$ cat src/rtl/clkdiv_regprog_pkg.sv
package clkdiv_regprog_pkg;
    typedef enum logic [1:0] {
        ENC_PLUS_ONE = 2'd0,
        ENC_RAW      = 2'd1,
        ENC_POW2     = 2'd2,
        ENC_TABLE    = 2'd3
    } enc_e;
endpackage

$ cat src/rtl/clkdiv_field_reg.sv
module clkdiv_field_reg #(
    parameter int                   FIELD_LSB     = 4,
    parameter int                   FIELD_W       = 3,
    parameter bit                   HALFWORD_MASK = 1'b0,
    parameter bit                   READ_ONLY     = 1'b0,
    parameter logic [FIELD_W-1:0]   RESET_VAL     = '0
) (
    input  logic               clk_i,
    input  logic               rst_ni,
    input  logic               wr_en_i,
    input  logic [31:0]        wr_data_i,
    output logic [FIELD_W-1:0] field_o
);
    localparam int EN_OFS = 16;

    logic [FIELD_W-1:0] field_d, field_q;

    // Next-value logic: masked or plain write, or hold.
    always_comb begin
        field_d = field_q;
        if (wr_en_i && !READ_ONLY) begin
            if (HALFWORD_MASK) begin
                for (int i = 0; i < FIELD_W; i++) begin
                    if (wr_data_i[FIELD_LSB + i + EN_OFS]) begin
                        field_d[i] = wr_data_i[FIELD_LSB + i];
                    end
                end
            end else begin
                field_d = wr_data_i[FIELD_LSB +: FIELD_W];
            end
        end
    end

    always_ff @(posedge clk_i or negedge rst_ni) begin
        if (!rst_ni) field_q <= RESET_VAL;
        else         field_q <= field_d;
    end

    assign field_o = field_q;
endmodule

$ cat src/rtl/clkdiv_decode.sv
module clkdiv_decode
    import clkdiv_regprog_pkg::*;
#(
    parameter int                     FIELD_W     = 3,
    parameter int                     DIV_W       = 8,
    parameter enc_e                   ENC         = ENC_PLUS_ONE,
    parameter bit                     ZERO_BYPASS = 1'b0,
    parameter int                     TBL_N       = 4,
    parameter int                     TBL_EW      = 8,
    parameter logic [TBL_N*TBL_EW-1:0] TBL_VAL    = '0,
    parameter logic [TBL_N*TBL_EW-1:0] TBL_DIV    = '0
) (
    input  logic [FIELD_W-1:0] field_i,
    output logic [DIV_W-1:0]   div_o,
    output logic               ok_o
);
    logic done;

    always_comb begin
        div_o = '0;
        ok_o  = 1'b0;
        done  = 1'b0;
        unique case (ENC)
            ENC_PLUS_ONE: begin
                div_o = DIV_W'(field_i) + DIV_W'(1);
                ok_o  = 1'b1;
            end
            ENC_RAW: begin
                if (field_i != '0) begin
                    div_o = DIV_W'(field_i);
                    ok_o  = 1'b1;
                end else if (ZERO_BYPASS) begin
                    div_o = DIV_W'(1);
                    ok_o  = 1'b1;
                end
            end
            ENC_POW2: begin
                if (32'(field_i) < DIV_W) begin
                    div_o = DIV_W'(1) << field_i;
                    ok_o  = 1'b1;
                end
            end
            default: begin
                for (int i = 0; i < TBL_N; i++) begin
                    if (!done) begin
                        if (TBL_DIV[i*TBL_EW +: TBL_EW] == '0) begin
                            done = 1'b1;
                        end else if (TBL_VAL[i*TBL_EW +: TBL_EW] == TBL_EW'(field_i)) begin
                            div_o = DIV_W'(TBL_DIV[i*TBL_EW +: TBL_EW]);
                            ok_o  = 1'b1;
                            done  = 1'b1;
                        end
                    end
                end
            end
        endcase
    end
endmodule

$ cat src/rtl/clkdiv_wavegen.sv
module clkdiv_wavegen #(
    parameter int DIV_W = 8
) (
    input  logic             clk_i,
    input  logic             rst_ni,
    input  logic [DIV_W-1:0] div_i,
    input  logic             ok_i,
    output logic             div_clk_o,
    output logic             phase_o,
    output logic [DIV_W-1:0] act_o
);
    typedef struct packed {
        logic [DIV_W-1:0] cnt;
        logic [DIV_W-1:0] act;
        logic             phase;
    } wave_st_t;

    wave_st_t st_d, st_q;
    logic     period_end;

    function automatic logic [DIV_W:0] hi_len(input logic [DIV_W-1:0] n);
        return ({1'b0, n} + (DIV_W+1)'(1)) >> 1;
    endfunction

    always_comb begin
        st_d       = st_q;
        period_end = (st_q.act == '0) || (st_q.cnt == st_q.act - DIV_W'(1));
        if (period_end) begin
            st_d.act   = ok_i ? div_i : '0;
            st_d.cnt   = '0;
            st_d.phase = (st_d.act >= DIV_W'(2));
        end else begin
            st_d.cnt   = st_q.cnt + DIV_W'(1);
            st_d.phase = ({1'b0, st_d.cnt} < hi_len(st_q.act));
        end
    end

    always_ff @(posedge clk_i or negedge rst_ni) begin
        if (!rst_ni) st_q <= '0;
        else         st_q <= st_d;
    end

    assign div_clk_o = (st_q.act == DIV_W'(1)) ? clk_i : st_q.phase;
    assign phase_o   = st_q.phase;
    assign act_o     = st_q.act;
endmodule

$ cat src/rtl/clkdiv_regprog.sv
module clkdiv_regprog
    import clkdiv_regprog_pkg::*;
#(
    parameter int                      FIELD_LSB     = 4,
    parameter int                      FIELD_W       = 3,
    parameter int                      DIV_W         = 8,
    parameter enc_e                    ENC           = ENC_PLUS_ONE,
    parameter bit                      ZERO_BYPASS   = 1'b0,
    parameter bit                      HALFWORD_MASK = 1'b0,
    parameter bit                      READ_ONLY     = 1'b0,
    parameter logic [FIELD_W-1:0]      RESET_VAL     = '0,
    parameter int                      TBL_N         = 4,
    parameter int                      TBL_EW        = 8,
    parameter logic [TBL_N*TBL_EW-1:0] TBL_VAL       = {8'd3, 8'd2, 8'd1, 8'd0},
    parameter logic [TBL_N*TBL_EW-1:0] TBL_DIV       = {8'd7, 8'd0, 8'd5, 8'd3}
) (
    input  logic             clk_i,
    input  logic             rst_ni,
    input  logic             wr_en_i,
    input  logic [31:0]      wr_data_i,
    output logic             div_clk_o,
    output logic [DIV_W-1:0] divisor_o,
    output logic             err_o
);
    logic [FIELD_W-1:0] field_w;
    logic [DIV_W-1:0]   dec_div_w;
    logic               dec_ok_w;
    logic               phase_w;
    logic [DIV_W-1:0]   act_w;

    clkdiv_field_reg #(
        .FIELD_LSB(FIELD_LSB), .FIELD_W(FIELD_W), .HALFWORD_MASK(HALFWORD_MASK),
        .READ_ONLY(READ_ONLY), .RESET_VAL(RESET_VAL)
    ) u_reg (
        .clk_i(clk_i), .rst_ni(rst_ni), .wr_en_i(wr_en_i),
        .wr_data_i(wr_data_i), .field_o(field_w)
    );

    clkdiv_decode #(
        .FIELD_W(FIELD_W), .DIV_W(DIV_W), .ENC(ENC), .ZERO_BYPASS(ZERO_BYPASS),
        .TBL_N(TBL_N), .TBL_EW(TBL_EW), .TBL_VAL(TBL_VAL), .TBL_DIV(TBL_DIV)
    ) u_dec (
        .field_i(field_w), .div_o(dec_div_w), .ok_o(dec_ok_w)
    );

    clkdiv_wavegen #(.DIV_W(DIV_W)) u_gen (
        .clk_i(clk_i), .rst_ni(rst_ni), .div_i(dec_div_w), .ok_i(dec_ok_w),
        .div_clk_o(div_clk_o), .phase_o(phase_w), .act_o(act_w)
    );

    assign divisor_o = dec_div_w;
    assign err_o     = !dec_ok_w;
endmodule

$ cat config.mk
export PLATFORM = sky130hd
export DESIGN_NAME = clkdiv_regprog
export DESIGN_NICKNAME = d
export VERILOG_FILES = /design/src/rtl/clkdiv_regprog_pkg.sv /design/src/rtl/clkdiv_field_reg.sv /design/src/rtl/clkdiv_decode.sv /design/src/rtl/clkdiv_wavegen.sv /design/src/rtl/clkdiv_regprog.sv
export SDC_FILE = /design/constraint.sdc
export NUM_CORES = 1
export LEC_CHECK = 0
export BUFFER_PORTS_ARGS = -buffer_cell sky130_fd_sc_hd__buf_2
export CORE_AREA = 5 5 63 65
export CTS_CLUSTER_SIZE = 16
export DETAILED_ROUTE_END_ITERATION = 10
export DIE_AREA = 0 0 68 70
export SETUP_SLACK_MARGIN = 0.1
export SYNTH_ARGS = -nofsm -noshare
export SYNTH_HDL_FRONTEND = slang
export SYNTH_SLANG_ARGS = --single-unit
$ cat constraint.sdc
create_clock -name clk_i -period 2.2 [get_ports clk_i]
set_input_delay 0.44 -clock clk_i [delete_from_list [all_inputs] [get_ports clk_i]]
set_output_delay 0.44 -clock clk_i [all_outputs]
set_load 0.005 [all_outputs]
==> impl_metrics.yaml <==
routing:
  vias: 772
  wirelength_mm: 2.053
  viasPerCell: 4.488
  drtIter0Drc: 11
  dr.pass1.iters: 2
  wl_per_cell_um: 11.94
  drc: 0
  ant_nets: 0
floorplanning:
  std_cell_rows: 21
  die_area_sq_um: 4760
  die_x_um: 68
  start_util: 0.3253
  coreArea_sq_um: 3284
  die_y_um: 70
  io_pins: 45
placed_design:
  dp.cells: 165
  dp_hpwl_mm: 1.609
  port_buffers: 10
  gp_congestion: 0.7999
  dp_slack_ps: 88.52
grt:
  grt_pass1_vias: 801
  antenna_found_initial: 0
  grt_max_degree: 17
  grt_first_pass_wirelength_mm: 3.629
  grt_remaining_overflow: 0
  track_usage: 0.1032
timing:
  min_period_ps: 2026
  drv_slew: 0
  finalCritPeriodShare: 0.9207
  hold_viol: 0
  hold_ws_ps: 264.6
  finalSetupViolCount: 0
  fin_setup_tns_ps: 0
  setup_ws_ps: 174.4
  clock.fmax_mhz: 496.1
  fin_skew_ps: 4.740
  rsz0062_at_grt: "false"
critical_path:
  crit_chain: "clkbuf_4, mux2_4, buf_6"
  r2r_cells: 7
  worstPathArrival_ps: 1590
  crit_type: "clk -> out"
  cp_slowest_cell: "mux2_4"
  crit_required_ps: 1760
  cp.depth: 3
  startpoint_type: "clock port"
  crit_family: "multiplexers"
  crit_fanout: 2
  rrSetupSlack_ps: 220
  end_kind: "output port"
  crit_buf_inv: 2
  cpPeakStageDelay_ps: 260
synthesis:
  synth_edf_count: 0
  async_reset_ff_frac: 1.000
  synth_area_leaders: "dfrtp_1 (37%), ha_1 (12%), xor2_1 (7.4%)"
  yosys.cell_types.count: 28
  synth_area_sq_um: 1069
  ys_warn_count: 0
  ys_seq_area_frac: 0.3747
  synthFlopType: "dfrtp_1"
  synthCells: 107
  synth_top_area_frac: 0.3747
  yosysTopAreaCell: "dfrtp_1"
  syn_area_per_cell_sq_um: 9.986
  ys_ff_latch: 16
final_layout:
  nets: 173
  area_growth_pct: 18.62
  n_antenna_cell: 0
  final_common_cell: "dfrtp_1"
  mostFrequentLayoutCells: "dfrtp_1 (14), xor2_1 (9), ha_1 (9), buf_2 (9)"
  stdcell_count: 172
  drive_gt1_frac: 0.2619
  fin_util: 0.3859
pwr:
  power.density_nw_per_um2: 1500
  max-vdd-ir-drop_mv: 0.8611
  p_leak_nw: 0.5976
worst_hold_path:
  hold_class: "in -> reg"
  min_path_cells: 3
clock_network:
  clk_pin_slew_worst_paths_ps: 80
  cts_tree: "yes"
  clk_latency_ps: 390
status:
  status: "complete, no violations"
job:
  drv_cap: 0
## logic make-up (layout without fill, tap and decap cells)
group	after synthesis	in the layout	share of synthesized area
compound gates	10	10	0.06791
other cells	1	5	0.003510
xor+xnor	17	17	0.1394
buf+inv	16	31	0.08196
fa+ha+maj	10	10	0.1171
mux	6	6	0.06089
simple gates	31	31	0.1546
flops	16	16	0.3747
## timing repair
action                     in CTS  in global routing
hold endpoints to repair       16                  0
resized for setup               4                  6
setup endpoints to repair       3                  6
pin swaps                       0                  1
setup buffers                   0                  1
hold buffers                    1                  0
## final cells by class
type | count | area [sq um]
fill | 327 | 2017
multi-input combinational | 79 | 624.3
sequential | 16 | 402.9
timing repair buffer | 16 | 100.1
tap | 46 | 57.56
clock buffer | 6 | 48.80
inverter | 9 | 33.78
## routing by layer
metal  share of wire  vias up  GRT usage
met3           0.022        4    0.02564
li1                -      390          -
met5               0        -          0
met4           0.027        0    0.07506
met2            0.50       10     0.1542
met1            0.45      368     0.1248
## metrics by stage
stage	instance area (sq um)	power, mW
CTS	1246	1.871
global placement	1175	1.540
floorplan	1084	1.302
global route	1267	2.085
finish	1267	1.901
detailed placement	1175	1.584
## final timing paths
kind,from,endpoint
worst min-delay path,wr_data_i[5],u_reg.field_o[1]
worst max-delay path,clk_i,div_clk_o
min in group asynchronous,rst_ni,u_gen.st_q[9]
worst max register to register,u_gen.act_o[0],u_gen.phase_o
max in group asynchronous,rst_ni,u_gen.act_o[1]
worst min register to register,u_reg.field_o[0],u_gen.act_o[0]
## power breakdown
group / total, mW / leakage, nW / switching, mW / internal, mW
logic: 1.12 / 0.360 / 0.570 / 0.552
clock network: 0.258 / 0.0383 / 0.108 / 0.150
registers: 0.521 / 0.199 / 0.121 / 0.400
total: 1.90 / 0.598 / 0.799 / 1.10
## flip-flops by register name, summed over array words and instances, names as in the netlist
signal,flops
u_gen.st_q,8
u_gen.act_o,4
u_reg.field_o,3
u_gen.phase_o,1
## tightest hold or removal path: cells and delay by family
family | cells | cell delay [ps]
buffers and inverters | 1 | 70
AO/OA/AOI/OAI | 1 | 60
AND/OR/NAND/NOR | 1 | 30
## synthesized netlist by cell type, drive strengths merged, types with 2 or more instances
master  number
nor4         2
nand3        6
o21ai        5
nand2        6
inv          9
a211oi       2
nor2b        2
xor2         9
mux2         4
xnor2        8
dfrtp       16
ha          10
nor2         9
mux2i        2
buf          7
No activity file was read; power rests on OpenSTA's default activity.
